==> config.mk <==
export PLATFORM = sky130hd
export DESIGN_NAME = vid_lock_gate
export DESIGN_NICKNAME = d
export VERILOG_FILES = /design/src/rtl/vlg_pkg.sv /design/src/rtl/vlg_sync_pol.sv /design/src/rtl/vlg_measure.sv /design/src/rtl/vlg_regs.sv /design/src/rtl/vlg_gate.sv /design/src/rtl/vid_lock_gate.sv
export SDC_FILE = /design/constraint.sdc
export NUM_CORES = 1
export LEC_CHECK = 0
export ABC_AREA = 1
export BUFFER_PORTS_ARGS = -buffer_cell sky130_fd_sc_hd__buf_2
export CORE_MARGIN = 2
export CORE_UTILIZATION = 45
export CTS_CLUSTER_SIZE = 28
export DETAILED_ROUTE_END_ITERATION = 6
export PLACE_DENSITY = 0.61
export SLEW_MARGIN = 30
export SYNTH_ARGS = -nofsm -noshare
export SYNTH_HDL_FRONTEND = slang
export SYNTH_SLANG_ARGS = --single-unit
==> constraint.sdc <==
create_clock -name clk -period 5.41 [get_ports clk]
set_input_delay 0.2705 -clock clk [delete_from_list [all_inputs] [get_ports clk]]
set_output_delay 0.2705 -clock clk [all_outputs]
set_load 0.02 [all_outputs]
==> src/rtl/vlg_pkg.sv <==
package vlg_pkg;
    localparam int REG_W     = 32;

    // word addresses
    localparam int A_CTRL    = 0;
    localparam int A_STAT    = 1;
    localparam int A_REFA    = 2;
    localparam int A_REFB    = 3;
    localparam int A_PAD0    = 4;
    localparam int A_MACT    = 7;
    localparam int A_MTOT    = 8;

    // control bits
    localparam int CB_EN     = 0;
    localparam int CB_CLEAN  = 3;
    localparam int CB_APOL   = 4;

    // status bits
    localparam int SB_LOST   = 1;
    localparam int SB_TX     = 4;

    // upper field offset inside reference words
    localparam int HI_FIELD  = 16;
endpackage

==> src/rtl/vlg_sync_pol.sv <==
module vlg_sync_pol #(
    parameter int CNT_W = 16
) (
    input  logic clk,
    input  logic rst_n,
    input  logic auto_en,
    input  logic raw_in,
    output logic sync_out
);
    typedef struct packed {
        logic             prev;
        logic             inv;
        logic [CNT_W-1:0] hi_run;
        logic [CNT_W-1:0] hi_last;
        logic [CNT_W-1:0] lo_run;
    } pol_t;

    pol_t pol_d, pol_q;
    logic rise, fall;

    always_comb begin
        pol_d      = pol_q;
        pol_d.prev = raw_in;
        rise       = raw_in & ~pol_q.prev;
        fall       = ~raw_in & pol_q.prev;
        if (rise) begin
            // full period seen: judge which phase dominates
            pol_d.inv    = (pol_q.hi_last > pol_q.lo_run);
            pol_d.lo_run = '0;
            pol_d.hi_run = CNT_W'(1);
        end else if (fall) begin
            pol_d.hi_last = pol_q.hi_run;
            pol_d.hi_run  = '0;
            pol_d.lo_run  = CNT_W'(1);
        end else if (raw_in) begin
            if (pol_q.hi_run != '1) pol_d.hi_run = pol_q.hi_run + CNT_W'(1);
        end else begin
            if (pol_q.lo_run != '1) pol_d.lo_run = pol_q.lo_run + CNT_W'(1);
        end
        if (!auto_en) pol_d.inv = 1'b0;
    end

    always_ff @(posedge clk) begin
        if (!rst_n) pol_q <= '0;
        else        pol_q <= pol_d;
    end

    assign sync_out = raw_in ^ pol_q.inv;
endmodule

==> src/rtl/vlg_measure.sv <==
module vlg_measure #(
    parameter int LINE_W     = 12,
    parameter int LOSS_LIMIT = 1024
) (
    input  logic              clk,
    input  logic              rst_n,
    input  logic              hs,
    input  logic              vs,
    input  logic              de,
    output logic              hs_edge,
    output logic              vs_edge,
    output logic              frame_close,
    output logic [LINE_W-1:0] close_act,
    output logic [LINE_W-1:0] close_tot,
    output logic [LINE_W-1:0] meas_act,
    output logic [LINE_W-1:0] meas_tot,
    output logic              lost
);
    localparam int IDLE_W = $clog2(LOSS_LIMIT + 1);

    typedef struct packed {
        logic              hs_p;
        logic              vs_p;
        logic              primed;
        logic              de_seen;
        logic [LINE_W-1:0] line_cnt;
        logic [LINE_W-1:0] act_cnt;
        logic [LINE_W-1:0] m_act;
        logic [LINE_W-1:0] m_tot;
        logic [IDLE_W-1:0] idle;
    } meas_t;

    meas_t m_d, m_q;

    always_comb begin
        hs_edge     = hs & ~m_q.hs_p;
        vs_edge     = vs & ~m_q.vs_p;
        close_act   = m_q.act_cnt + LINE_W'(m_q.de_seen);
        close_tot   = m_q.line_cnt;
        frame_close = vs_edge & m_q.primed;

        m_d      = m_q;
        m_d.hs_p = hs;
        m_d.vs_p = vs;
        if (vs_edge) begin
            m_d.primed   = 1'b1;
            m_d.line_cnt = hs_edge ? LINE_W'(1) : '0;
            m_d.act_cnt  = '0;
            m_d.de_seen  = de;
            if (m_q.primed) begin
                m_d.m_act = close_act;
                m_d.m_tot = close_tot;
            end
        end else if (hs_edge) begin
            if (m_q.line_cnt != '1) m_d.line_cnt = m_q.line_cnt + LINE_W'(1);
            m_d.act_cnt = m_q.act_cnt + LINE_W'(m_q.de_seen);
            m_d.de_seen = de;
        end else begin
            m_d.de_seen = m_q.de_seen | de;
        end

        if (hs_edge)                               m_d.idle = '0;
        else if (m_q.idle != IDLE_W'(LOSS_LIMIT))  m_d.idle = m_q.idle + IDLE_W'(1);
    end

    always_ff @(posedge clk) begin
        if (!rst_n) m_q <= '0;
        else        m_q <= m_d;
    end

    assign meas_act = m_q.m_act;
    assign meas_tot = m_q.m_tot;
    assign lost     = (m_q.idle == IDLE_W'(LOSS_LIMIT));
endmodule

==> src/rtl/vlg_regs.sv <==
module vlg_regs
    import vlg_pkg::*;
#(
    parameter int ADDR_W  = 4,
    parameter int LINE_W  = 12,
    parameter int FRM_W   = 8,
    parameter int PLANES  = 3,
    parameter int PLANE_W = 8
) (
    input  logic                      clk,
    input  logic                      rst_n,
    input  logic                      wr_en,
    input  logic [ADDR_W-1:0]         addr,
    input  logic [REG_W-1:0]          wdata,
    output logic [REG_W-1:0]          rdata,
    input  logic                      stat_tx,
    input  logic                      stat_lost,
    input  logic [LINE_W-1:0]         meas_act,
    input  logic [LINE_W-1:0]         meas_tot,
    output logic                      ctrl_en,
    output logic                      ctrl_clean,
    output logic                      ctrl_apol,
    output logic [LINE_W-1:0]         ref_act,
    output logic [LINE_W-1:0]         ref_tot,
    output logic [LINE_W-1:0]         ref_lines,
    output logic [FRM_W-1:0]          ref_frames,
    output logic [PLANES*PLANE_W-1:0] pad_pix
);
    typedef struct packed {
        logic                            en;
        logic                            clean;
        logic                            apol;
        logic [LINE_W-1:0]               ra_act;
        logic [LINE_W-1:0]               ra_tot;
        logic [LINE_W-1:0]               rb_lines;
        logic [FRM_W-1:0]                rb_frm;
        logic [PLANES-1:0][PLANE_W-1:0]  pad;
    } regs_t;

    regs_t r_d, r_q;
    int    a;

    always_comb begin
        a   = int'(addr);
        r_d = r_q;
        if (wr_en) begin
            case (a)
                A_CTRL: begin
                    r_d.en    = wdata[CB_EN];
                    r_d.clean = wdata[CB_CLEAN];
                    r_d.apol  = wdata[CB_APOL];
                end
                A_REFA: begin
                    r_d.ra_tot = wdata[LINE_W-1:0];
                    r_d.ra_act = wdata[HI_FIELD +: LINE_W];
                end
                A_REFB: begin
                    r_d.rb_frm   = wdata[FRM_W-1:0];
                    r_d.rb_lines = wdata[HI_FIELD +: LINE_W];
                end
                default: begin
                    for (int p = 0; p < PLANES; p++)
                        if (a == A_PAD0 + p) r_d.pad[p] = wdata[PLANE_W-1:0];
                end
            endcase
        end
    end

    always_comb begin
        rdata = '0;
        case (a)
            A_CTRL: begin
                rdata[CB_EN]    = r_q.en;
                rdata[CB_CLEAN] = r_q.clean;
                rdata[CB_APOL]  = r_q.apol;
            end
            A_STAT: begin
                rdata[SB_TX]   = stat_tx;
                rdata[SB_LOST] = stat_lost;
            end
            A_REFA: begin
                rdata[LINE_W-1:0]          = r_q.ra_tot;
                rdata[HI_FIELD +: LINE_W]  = r_q.ra_act;
            end
            A_REFB: begin
                rdata[FRM_W-1:0]           = r_q.rb_frm;
                rdata[HI_FIELD +: LINE_W]  = r_q.rb_lines;
            end
            A_MACT: rdata[LINE_W-1:0] = meas_act;
            A_MTOT: rdata[LINE_W-1:0] = meas_tot;
            default: begin
                for (int p = 0; p < PLANES; p++)
                    if (a == A_PAD0 + p) rdata[PLANE_W-1:0] = r_q.pad[p];
            end
        endcase
    end

    always_ff @(posedge clk) begin
        if (!rst_n) r_q <= '0;
        else        r_q <= r_d;
    end

    assign ctrl_en    = r_q.en;
    assign ctrl_clean = r_q.clean;
    assign ctrl_apol  = r_q.apol;
    assign ref_act    = r_q.ra_act;
    assign ref_tot    = r_q.ra_tot;
    assign ref_lines  = r_q.rb_lines;
    assign ref_frames = r_q.rb_frm;
    assign pad_pix    = r_q.pad;
endmodule

==> src/rtl/vlg_gate.sv <==
module vlg_gate #(
    parameter int LINE_W = 12,
    parameter int FRM_W  = 8,
    parameter int DATA_W = 24
) (
    input  logic              clk,
    input  logic              rst_n,
    input  logic              ctrl_en,
    input  logic              ctrl_clean,
    input  logic [LINE_W-1:0] ref_act,
    input  logic [LINE_W-1:0] ref_tot,
    input  logic [LINE_W-1:0] ref_lines,
    input  logic [FRM_W-1:0]  ref_frames,
    input  logic              vs_edge,
    input  logic              frame_close,
    input  logic [LINE_W-1:0] close_act,
    input  logic [LINE_W-1:0] close_tot,
    input  logic              lost,
    input  logic              de,
    input  logic [DATA_W-1:0] data,
    input  logic [DATA_W-1:0] pad_pix,
    output logic              lock_now,
    output logic              tx,
    output logic              out_valid,
    output logic [DATA_W-1:0] out_data,
    output logic              out_sof
);
    typedef struct packed {
        logic [FRM_W-1:0]  cnt;
        logic              tx;
        logic              sof_pend;
        logic              ov;
        logic              osof;
        logic [DATA_W-1:0] od;
    } gate_t;

    gate_t g_d, g_q;
    logic              bypass, fmatch, pad_mode, pix;
    logic [FRM_W-1:0]  need;

    always_comb begin
        g_d    = g_q;
        bypass = (ref_act == '0) && (ref_tot == '0) &&
                 (ref_lines == '0) && (ref_frames == '0);
        need   = (ref_frames == '0) ? FRM_W'(1) : ref_frames;
        fmatch = (close_act == ref_act) && (close_tot == ref_tot) &&
                 (close_act == ref_lines);

        if (frame_close) begin
            if (!fmatch)
                g_d.cnt = '0;
            else if ((g_q.cnt != '1) && (g_q.cnt < need))
                g_d.cnt = g_q.cnt + FRM_W'(1);
        end
        lock_now = bypass || (g_d.cnt >= need);

        // decision only at frame boundary, with the control value held before this edge
        if (vs_edge) g_d.tx = ctrl_en && lock_now;

        pad_mode = lost && g_d.tx && ctrl_clean;
        pix      = g_d.tx && de;

        g_d.sof_pend = (vs_edge | g_q.sof_pend) & ~pix;
        if (pad_mode) begin
            g_d.ov   = 1'b1;
            g_d.od   = pad_pix;
            g_d.osof = 1'b0;
        end else begin
            g_d.ov   = pix;
            g_d.od   = data;
            g_d.osof = pix && (vs_edge || g_q.sof_pend);
        end
    end

    always_ff @(posedge clk) begin
        if (!rst_n) g_q <= '0;
        else        g_q <= g_d;
    end

    assign tx        = g_q.tx;
    assign out_valid = g_q.ov;
    assign out_data  = g_q.od;
    assign out_sof   = g_q.osof;
endmodule

==> src/rtl/vid_lock_gate.sv <==
module vid_lock_gate
    import vlg_pkg::*;
#(
    parameter int DATA_W     = 24,
    parameter int PLANES     = 3,
    parameter int LINE_W     = 12,
    parameter int FRM_W      = 8,
    parameter int POL_CNT_W  = 16,
    parameter int LOSS_LIMIT = 1024,
    parameter int ADDR_W     = 4
) (
    input  logic              clk,
    input  logic              rst_n,
    input  logic [DATA_W-1:0] vid_data,
    input  logic              vid_de,
    input  logic              vid_hs,
    input  logic              vid_vs,
    input  logic              reg_wr,
    input  logic [ADDR_W-1:0] reg_addr,
    input  logic [31:0]       reg_wdata,
    output logic [31:0]       reg_rdata,
    output logic              out_valid,
    output logic [DATA_W-1:0] out_data,
    output logic              out_sof,
    output logic              input_lost
);
    localparam int PLANE_W = DATA_W / PLANES;
    localparam int N_SYNC  = 2;

    logic [N_SYNC-1:0] raw_sync, norm_sync;
    logic              ctrl_en, ctrl_clean, ctrl_apol;
    logic [LINE_W-1:0] ref_act, ref_tot, ref_lines;
    logic [FRM_W-1:0]  ref_frames;
    logic [DATA_W-1:0] pad_pix;
    logic              hs_edge_w, vs_edge_w, frame_close;
    logic [LINE_W-1:0] close_act, close_tot, meas_act, meas_tot;
    logic              lost_w, tx_w, lock_now_w;

    assign raw_sync = {vid_vs, vid_hs};

    for (genvar s = 0; s < N_SYNC; s++) begin : g_pol
        vlg_sync_pol #(.CNT_W(POL_CNT_W)) u_pol (
            .clk      (clk),
            .rst_n    (rst_n),
            .auto_en  (ctrl_apol),
            .raw_in   (raw_sync[s]),
            .sync_out (norm_sync[s])
        );
    end

    vlg_measure #(.LINE_W(LINE_W), .LOSS_LIMIT(LOSS_LIMIT)) u_meas (
        .clk         (clk),
        .rst_n       (rst_n),
        .hs          (norm_sync[0]),
        .vs          (norm_sync[1]),
        .de          (vid_de),
        .hs_edge     (hs_edge_w),
        .vs_edge     (vs_edge_w),
        .frame_close (frame_close),
        .close_act   (close_act),
        .close_tot   (close_tot),
        .meas_act    (meas_act),
        .meas_tot    (meas_tot),
        .lost        (lost_w)
    );

    vlg_regs #(
        .ADDR_W(ADDR_W), .LINE_W(LINE_W), .FRM_W(FRM_W),
        .PLANES(PLANES), .PLANE_W(PLANE_W)
    ) u_regs (
        .clk        (clk),
        .rst_n      (rst_n),
        .wr_en      (reg_wr),
        .addr       (reg_addr),
        .wdata      (reg_wdata),
        .rdata      (reg_rdata),
        .stat_tx    (tx_w),
        .stat_lost  (lost_w),
        .meas_act   (meas_act),
        .meas_tot   (meas_tot),
        .ctrl_en    (ctrl_en),
        .ctrl_clean (ctrl_clean),
        .ctrl_apol  (ctrl_apol),
        .ref_act    (ref_act),
        .ref_tot    (ref_tot),
        .ref_lines  (ref_lines),
        .ref_frames (ref_frames),
        .pad_pix    (pad_pix)
    );

    vlg_gate #(.LINE_W(LINE_W), .FRM_W(FRM_W), .DATA_W(DATA_W)) u_gate (
        .clk         (clk),
        .rst_n       (rst_n),
        .ctrl_en     (ctrl_en),
        .ctrl_clean  (ctrl_clean),
        .ref_act     (ref_act),
        .ref_tot     (ref_tot),
        .ref_lines   (ref_lines),
        .ref_frames  (ref_frames),
        .vs_edge     (vs_edge_w),
        .frame_close (frame_close),
        .close_act   (close_act),
        .close_tot   (close_tot),
        .lost        (lost_w),
        .de          (vid_de),
        .data        (vid_data),
        .pad_pix     (pad_pix),
        .lock_now    (lock_now_w),
        .tx          (tx_w),
        .out_valid   (out_valid),
        .out_data    (out_data),
        .out_sof     (out_sof)
    );

    assign input_lost = lost_w;
endmodule

=== Word level (Yosys, flattened, before mapping) ===
Cells that the tools add are included.

* Muxes and demuxes: 36
* $lt $le $gt $ge: 4
* Reduce and logical (&&, ||, !) cells: 55
* Add/subtract/negate cells: 8
* Multipliers: 0
* Bitwise logic cells: 23
* Divide/modulo/power cells: 0
* Shift operators: 0
* Equal/unequal tests: 21

{| class="wikitable"
|+ Operators by type and width
! kind !! number
|-
| $add A16 B1 Y16 const B || 4
|-
| $ne A16 B16 Y1 const B || 4
|-
| $mux W8 || 7
|-
| $eq A12 B12 Y1 || 3
|-
| $logic_not A12 Y1 || 3
|-
| $gt A16 B16 Y1 || 2
|-
| $logic_not A32 Y1 || 1
|-
| $reduce_and A2 Y1 || 16
|-
| $mux W26 || 1
|-
| $mux W25 || 1
|-
| $mux W24 || 1
|-
| $pmux W1 S6 || 4
|-
| $pmux W12 S2 || 1
|-
| $mux W1 || 17
|-
| $eq A4 B4 Y1 const B || 4
|-
| $pmux W3 S5 || 1
|-
| $add A12 B1 Y12 || 1
|-
| $add A12 B1 Y12 const B || 1
|-
| $mux W12 || 1
|-
| $ne A12 B12 Y1 const B || 1
|-
| $pmux W4 S3 || 1
|-
| $reduce_bool A3 Y1 || 4
|-
| $reduce_or A2 Y1 || 6
|-
| $add A11 B1 Y11 const B || 1
|-
| 22 further kinds || 61
|}

* Memories: 0
* Input port bits: 66
* RAM bits: 0
* Register bits: 270
* Memory bits (read-only): 0
* Bits in latches: 0
* Word-level logic and storage cells: 186
* Output and inout port bits: 59

=== Depth between registers and ports, before layout ===
Gate-level depths: netlist of the first run.

* Depth in word-level cells: 14
* Mapped depth: 30

=== Hierarchy ===
A second synthesis of the first run with hierarchy kept.

* Cells, all modules: 2217
* Area, all modules: 15514.9 sq um

{| class="wikitable"
|+ Modules (own cells, without submodules)
! module !! cells each !! sequential area each (sq um) !! instances !! area an instance (sq um)
|-
| vlg_regs || 547 || 1421.4 || 1 || 3517.1
|-
| vlg_measure || 448 || 1261.2 || 1 || 3219.3
|-
| vlg_gate || 383 || 720.7 || 1 || 2975.4
|-
| vlg_sync_pol at g_pol[0].u_pol || 420 || 1001.0 || 1 || 2914.0
|-
| vlg_sync_pol at g_pol[1].u_pol || 419 || 1001.0 || 1 || 2889.0
|}

=== Least setup slack after synthesis of the first run ===
Ideal clock, no wire load.

* Path type: reg2reg
* Start point: register u_meas.m_q[35] (netlist bit)
* End point: register u_gate.g_q (netlist bit u_gate.out_data[17])
* Period minus slack after synthesis: 3.172 ns
* Path slack: 2.238 ns
* Stages on the path, launching flop included: 30
* Arrival time: 3.108 ns
* Data required time: 5.346 ns
* Path through: dfxtp_1 ha_1 ha_1 nand2_1 inv_1 nor2_1 nand3_1 nand2_1 nand3_1 nor2_1 nand2_1 nor2_1 nand3_2 nand2_4 nand2_1 inv_1 ha_1 a21oi_1 nor2_1 nor2_1 nand3_1 nor2_1 nand2_1 nand2_1 nand2_1 nand2_1 buf_2 buf_6 nor2_1 nor2_1

{| class="wikitable"
|+ RTL lines
! item !! RTL line !! text
|-
| start: declaration || vlg_measure.sv:33 || <nowiki>meas_t m_d, m_q;</nowiki>
|-
| start signal: assignment || vlg_measure.sv:68 || <nowiki>else m_q <= m_d;</nowiki>
|-
| end signal: assignment || vlg_gate.sv:77 || <nowiki>else g_q <= g_d;</nowiki>
|-
| end: declaration || vlg_gate.sv:37 || <nowiki>gate_t g_d, g_q;</nowiki>
|}

==> out/metrics.yaml, run 1 <==
global_routing:
  grt_pass1_wl_um: 58300
  grt_remaining_overflow: 0
  antenna_found_initial: 0
  grt_pass1_vias: 11900
  grt_max_degree: 95
  grt_usage_pct: 22.4
power:
  p_leak_nw: 6.69
  powerDensity_nw_per_um2: 311
  peakVddDrop_uv: 379
timing:
  slew_headroom_pct: 40.9
  worst_slew_pin_slew_ns: 0.887
  min_period_ns: 4.00
  finalCritPeriodShare_pct: 73.9
  drv_slew: 0
  fin_skew_ns: 0.0182
  finalHoldViolCount: 0
  fin_setup_tns_ns: 0
  setup-violations-final: 0
  rsz0062_at_grt: "false"
  fmaxAchievable_mhz: 250
routing:
  drt_iter0_drc: 916
  wl_um: 35900
  drcViolationCount: 0
  final_antenna_net_count: 0
  vias: 12600
  routedWlPerCell_um: 14.7
  dr.pass1.iters: 5
  via_per_inst: 5.18
setup_path:
  worst-setup-path-type: "reg2reg"
  cpPeakStageDelay_ns: 0.40
  cp-end-kind: "flip-flop"
  arrival_ns: 4.44
  crit_fanout: 49
  path_buf_inv: 3
  r2r_cells: 29
  crit_path_frequent_cell: "nand2_1"
  critical_path_cell_count: 29
  cp-start-kind: "flip-flop"
  critical_path.top_delay_family: "simple AND/OR/NAND/NOR gates"
  required_ns: 5.85
  critPathSlowestCell: "buf_4"
placed_design:
  port-buffer-count: 108
  dp_hpwl_um: 26200
  place_inst: 2360
  globalplace.congestion: 0.854
clock_tree:
  cts.clk_slew.worst_paths_ns: 0.06
  clk-insertion-delay-late_ns: 0.56
  cts-root-buf: "clkbuf_16"
  cts_tree: "yes"
  cts.sinks: 270
  cts_buffer_depth: 3
  cts_setup_buffers: 0
  cts_buffers: 31
  cts_max_level: 1
yosys:
  async_flop_share_pct: 0
  synth_edf_count: 0
  ys_types: 49
  ys_seq_area_share_pct: 39.4
  synth_area_um2: 13700
  synth-main-ff-cell: "dfxtp_1"
  yosysWarnings: 0
  synthCells: 1940
  synth-seq-cells: 270
  synth.avg_cell_area_um2: 7.06
die:
  die_y_um: 178
  rows: 63
  initial_core_util_pct: 46.0
  core_um2: 29800
  die_w_um: 178
  dieArea_um2: 31900
  io_pins: 125
layout:
  layout-drive-gt1-share_pct: 9.70
  final_cells: 2432
  fin_util_pct: 52.5
  fin_nets: 2141
  area_growth_pct: 14.1
  antennaDiodeCount: 0
  fill_cells: 2910
outcome:
  outcome: "completed"
hold_path:
  hold_path_class: "in2reg"
  min_path_cells: 5
run:
  drv_cap: 0
## flip-flops by register name (all words and copies together) (netlist names)
register,count
g_pol.u_pol.pol_q,100
u_gate.g_q,9
u_gate.out_data,24
u_gate.out_sof,1
u_gate.out_valid,1
u_gate.tx,1
u_meas.close_tot,12
u_meas.m_q,27
u_meas.meas_act,12
u_meas.meas_tot,12
u_regs.ctrl_apol,1
u_regs.ctrl_clean,1
u_regs.ctrl_en,1
u_regs.pad_pix,24
u_regs.ref_act,12
u_regs.ref_frames,8
u_regs.ref_lines,12
u_regs.ref_tot,12
## metrics by stage
step | setup slack, ns | power (mW) | instance area, um^2 | hold slack (ns)
finish | 1.41 | 4.85 | 15600 | 0.0133
global route | 0.969 | 5.05 | 15600 | 0.00807
CTS | 1.45 | 4.90 | 15600 | 0.000688
detailed placement | 1.48 | 2.55 | 14300 | 0.441
global placement | 1.49 | 2.54 | 14300 | 0.434
floorplan | 2.24 | 2.43 | 13700 | 0.364
## where the power goes
group	internal, mW	switching (mW)	total, mW
clock network	1.49	0.854	2.34
registers	2.05	0.0371	2.08
logic	0.148	0.281	0.429
total	3.68	1.17	4.85
## cells by family (layout without fill, tap and decap cells)
family | count (synthesis) | in the layout | synth area share, %
AND/OR/NAND/NOR | 701 | 701 | 22.2
AO/OA/AOI/OAI | 496 | 496 | 19.2
buffers and inverters | 385 | 480 | 11.7
flip-flops | 270 | 270 | 39.4
adder cells (fa/ha/maj) | 57 | 57 | 5.20
XOR/XNOR | 30 | 30 | 2.12
other | 1 | 8 | 0.0274
## path summary, 6_finish.rpt
path | startpoint | to | slack [ns]
setup / recovery | u_meas.m_q[35] | u_gate.out_data[19] | 1.41
hold / removal | vid_data[23] | u_gate.out_data[23] | 0.01
hold reg to reg | g_pol[1].u_pol.pol_q[46] | g_pol[1].u_pol.pol_q[46] | 0.44
setup reg to reg | u_meas.m_q[35] | u_gate.out_data[19] | 1.41
## per-layer routing
metal | vias to the layer above | global-route usage, % | wire, um
met3 | 58 | 2.54 | 1150
met2 | 218 | 38.5 | 16900
met5 | - | 0 | 0
li1 | 6537 | - | -
met4 | 0 | 6.06 | 846
met1 | 5789 | 29.8 | 16900
## cell usage after synthesis, types with 22 or more instances
cell type / n / area [um^2]
nand2_1: 300 / 1130
inv_1: 285 / 1070
dfxtp_1: 270 / 5410
a21oi_1: 234 / 1170
o21ai_0: 195 / 976
nor2_1: 192 / 721
nand3_1: 84 / 420
ha_1: 57 / 713
nor3_1: 54 / 270
clkbuf_1: 49 / 184
buf_4: 34 / 255
nand4_1: 33 / 206
o22ai_1: 28 / 175
xor2_1: 22 / 193
## cell usage in the layout, fill, tap and decap left out, types with 3 or more instances in the layout
cell type,n
inv_1,285
a21oi_1,234
o211ai_1,7
clkbuf_16,31
nand3_2,4
nand2_2,5
o21ai_0,195
buf_2,107
xor2_1,22
nor3b_1,6
a211oi_1,3
dlygate4sd3_1,15
buf_4,13
ha_1,57
nand4_1,33
nor2_4,4
a31oi_1,5
xnor2_1,6
o221ai_1,5
o21a_1,7
clkbuf_8,8
nand2_1,299
clkinv_2,6
nor3_1,54
o2111ai_1,3
bufinv_16,7
nor2_1,192
o22ai_1,28
nand3_1,84
conb_1,8
nor4_1,7
dfxtp_1,270
## layout make-up
cell class	instances	area, um^2	area share, %
clock buffer	41	893	5.71
sequential	270	5410	34.6
inverter	288	1080	6.92
timing repair buffer	135	783	5.01
clock inverter	16	264	1.69
tap	390	488	3.12
multi-input combinational	1292	6720	43.0
## worst register-to-register path, delay by kind of cell, from the launching register on
kind	cells	cell delay, ns
AOI/OAI and AO/OA	2	0.22
adders and majority gates	3	0.70
buffers and inverters	3	0.56
DFF	1	0.31
and+or+nand+nor	21	2.09
## timing repair
action,CTS,global route
resized for setup,0,0
hold endpoints to repair,15,0
hold buffers,15,0
No activity file was read; power rests on OpenSTA's default activity.
==> run 2, diff against run 1 <==
Settings changed: ABC_AREA 1 to 0, PLACE_DENSITY 0.61 to 0.64.
Clock period 5.41 ns to 3.55 ns, I/O delays scaled along.
==> run 2 against run 1 <==
The run now ends with setup timing left. Register-to-register slack worse by 1.6 ns. Combinational power up 18%. Die area down 0.33%. Power up 44%. Critical endpoint is now u_gate.out_data[0]. Sequential share of layout area down 2.5 points. Synthesized cell count down 16%. Worst setup slack worse by 1.6 ns. Highest routed layer unchanged. Non-clock buffer count up 128. Sequential power up 50%.
==> out/metrics.yaml, run 2 <==
timing:
  slew_headroom_pct: 37.9
  whs_ns: 0.118
  fmaxAchievable_mhz: 267
  finalCritPeriodShare_pct: 106
  finalHoldViolCount: 0
  rsz0062_at_grt: "true"
  setup-violations-final: 24
  min_period_ns: 3.75
  drv_slew: 0
  fin_skew_ns: 0.00988
  worst_slew_pin_slew_ns: 0.932
  timing.final.ws_setup_ns: -0.200
outcome:
  outcome: "complete, but fails checks"
  violations: "setup timing"
setup_path:
  crit_fanout: 6
  cp-start-kind: "flip-flop"
  required_ns: 4.02
  arrival_ns: 4.22
  critPathSlowestCell: "nor4_2"
  cpPeakStageDelay_ns: 0.38
  r2r_setup_slack_ns: -0.20
  path_cells: "ha_4 -> ha_4 -> nand3_4 -> nor3_4 -> xnor2_2 -> mux2i_1 -> nor4_2 -> a31oi_4 -> nor2_2 -> ha_1 -> a21o_1 -> a21o_1 -> a2111oi_4 -> o21ai_1 -> and3_4 -> buf_16 -> mux2i_2"
  cp-end-kind: "flip-flop"
  worst-setup-path-type: "reg2reg"
hold_path:
  hold_path_class: "in2reg"
layout:
  reg.largest.list: "g_pol.u_pol.pol_q: 100 flops, u_meas.m_q: 27 flops"
  fin_nets: 1942
  seq_area_um2: 5410
  layout_common_cells: "nand2_1, dfxtp_1, nor2_1, buf_2, buf_4"
  final_common_cell: "nand2_1"
  antennaDiodeCount: 0
  fill_cells: 2716
  layout-drive-gt1-share_pct: 17.4
  largest_register_ffs: 100
  multi_input_area_um2: 7710
  area_growth_pct: 23.3
  top_register: "g_pol.u_pol.pol_q"
placed_design:
  dp_slack_ns: -0.381
  globalplace.congestion: 0.905
  port-buffer-count: 108
  dp_hpwl_um: 24300
clock_tree:
  cts-root-buf: "clkbuf_16"
  cts_tree: "yes"
  cts_max_level: 1
  cts_buffer_depth: 3
  cts_buffers: 30
  clk-insertion-delay-late_ns: 0.55
  cts.clk_slew.worst_paths_ns: 0.06
  cts.sinks: 270
yosys:
  synth.avg_cell_area_um2: 8.39
  synthCells: 1627
  ys_types: 65
  yosysWarnings: 0
  synth_area_leaders: "dfxtp_1, nand2_1, ha_1"
  yosys.area.top_type: "dfxtp_1"
  synthTopCellsByCount: "nand2_1, dfxtp_1, nor2_1"
  async_flop_share_pct: 0
  synth_top_area_share_pct: 39.6
  synth_edf_count: 0
  synth-main-ff-cell: "dfxtp_1"
  ys_seq_area_share_pct: 39.6
  synth_area_um2: 13700
  synth-seq-cells: 270
  yosysMostFrequentCell: "nand2_1"
die:
  rows: 63
  initial_core_util_pct: 45.8
  die_y_um: 178
  dieArea_um2: 31800
  io_pins: 125
  core_um2: 29800
  die_w_um: 178
routing:
  final_antenna_net_count: 0
  drcViolationCount: 0
  vias: 11600
  dr.pass1.iters: 5
  wl_um: 34500
  via_per_inst: 5.20
  routedWlPerCell_um: 15.4
  drt_iter0_drc: 691
power:
  powerDensity_nw_per_um2: 414
  p_leak_nw: 6.80
  peakVddDrop_uv: 253
global_routing:
  grt_max_degree: 64
  grt_pass1_wl_um: 55100
  grt_usage_pct: 21.2
  grt_remaining_overflow: 0
  antenna_found_initial: 0
  grt_pass1_vias: 11000
run:
  drv_cap: 0
==> run 2: changes by cell type in the layout (fill, tap and decap cells not counted), moves of 33 or more <==
cell           before  now
buf_4              13   99
xor2_1             22   61
nor3_1             54   17
o21ai_0           195   23
dlygate4sd3_1      15   51
nand3_1            84   51
a21oi_1           234   34
inv_1             285   58
mux2i_1             0   65
xnor2_1             6   49
nor2_1            192  135
a21boi_0            1   91
nor2b_1             0   33
==> run 2: worst paths after layout <==
kind / startpoint / endpoint / cells past startpoint
worst min-delay path: vid_vs / g_pol[1].u_pol.pol_q[49] / 3
worst max-delay path: u_meas.m_q[35] / u_gate.out_data[0] / 17
worst min register to register: g_pol[0].u_pol.pol_q[16] / g_pol[0].u_pol.pol_q[16] / 2
worst max register to register: u_meas.m_q[35] / u_gate.out_data[0] / 17
==> run 2: critical path, delay by kind of cell (launching register included) <==
| family | cells | cell delay (ns) |
|---|---|---|
| simple gates | 5 | 1.14 |
| fa+ha+maj | 3 | 0.54 |
| flops | 1 | 0.35 |
| compound gates | 5 | 0.99 |
| buf+inv | 1 | 0.16 |
| xor+xnor | 1 | 0.15 |
| mux | 2 | 0.29 |
==> run 2: kinds of logic (layout without fill, tap and decap cells) <==
kind of cell,after synthesis,after routing,synth area share [%]
other,1,8,0.0275
and+or+nand+nor,709,709,24.2
AOI/OAI and AO/OA,237,237,12.7
xor gates and xnor gates,118,118,7.68
adders and majority gates,57,57,5.22
muxes,66,66,4.84
buffers and inverters,169,377,5.74
DFF,270,270,39.6
==> run 2: report_power, final <==
group | switching [mW] | leakage (nW) | total [mW] | internal [mW]
registers | 0.0343 | 2.19 | 3.11 | 3.08
logic | 0.287 | 4.06 | 0.505 | 0.218
clock network | 1.25 | 0.548 | 3.36 | 2.11
total | 1.57 | 6.80 | 6.97 | 5.41
==> run 2: layout make-up <==
type | instances | area share, %
Multi-Input combinational cell | 1195 | 45.8
Sequential cell | 270 | 32.1
Timing Repair Buffer | 263 | 11.4
Clock buffer | 49 | 5.90
Tap cell | 390 | 2.90
Inverter | 59 | 1.32
Clock inverter | 6 | 0.624
==> run 2: stage by stage <==
step,instance area (um^2),power [mW],instances,TNS (ns),util [%]
after CTS,16700,7.03,2229,-5.29,56.1
after global placement,15000,3.62,2117,-5.81,50.2
final,16800,6.97,2232,-3.90,56.5
after floorplan,13800,3.48,1634,-1.80,-
after detailed placement,15000,3.62,2117,-9.42,50.2
after global routing,16800,7.20,2232,-7.33,56.5
==> run 2: metal layers <==
metal / vias up / part of all wire (%) / GRT usage (%)
li1: 5862 / - / -
met1: 5443 / 48 / 28.9
met2: 256 / 46 / 35.7
met3: 56 / 3.8 / 2.54
met4: 0 / 2.4 / 5.59
met5: - / 0 / 0
==> run 2: timing repair <==
item                                    in CTS  in global routing
setup buffers                                6                  3
hold buffers                                51                  0
cloned                                       2                  1
endpoints found under the hold margin       94                  0
pin swaps                                   10                  8
resized for setup                           11                 17
endpoints found under the setup margin      28                 28
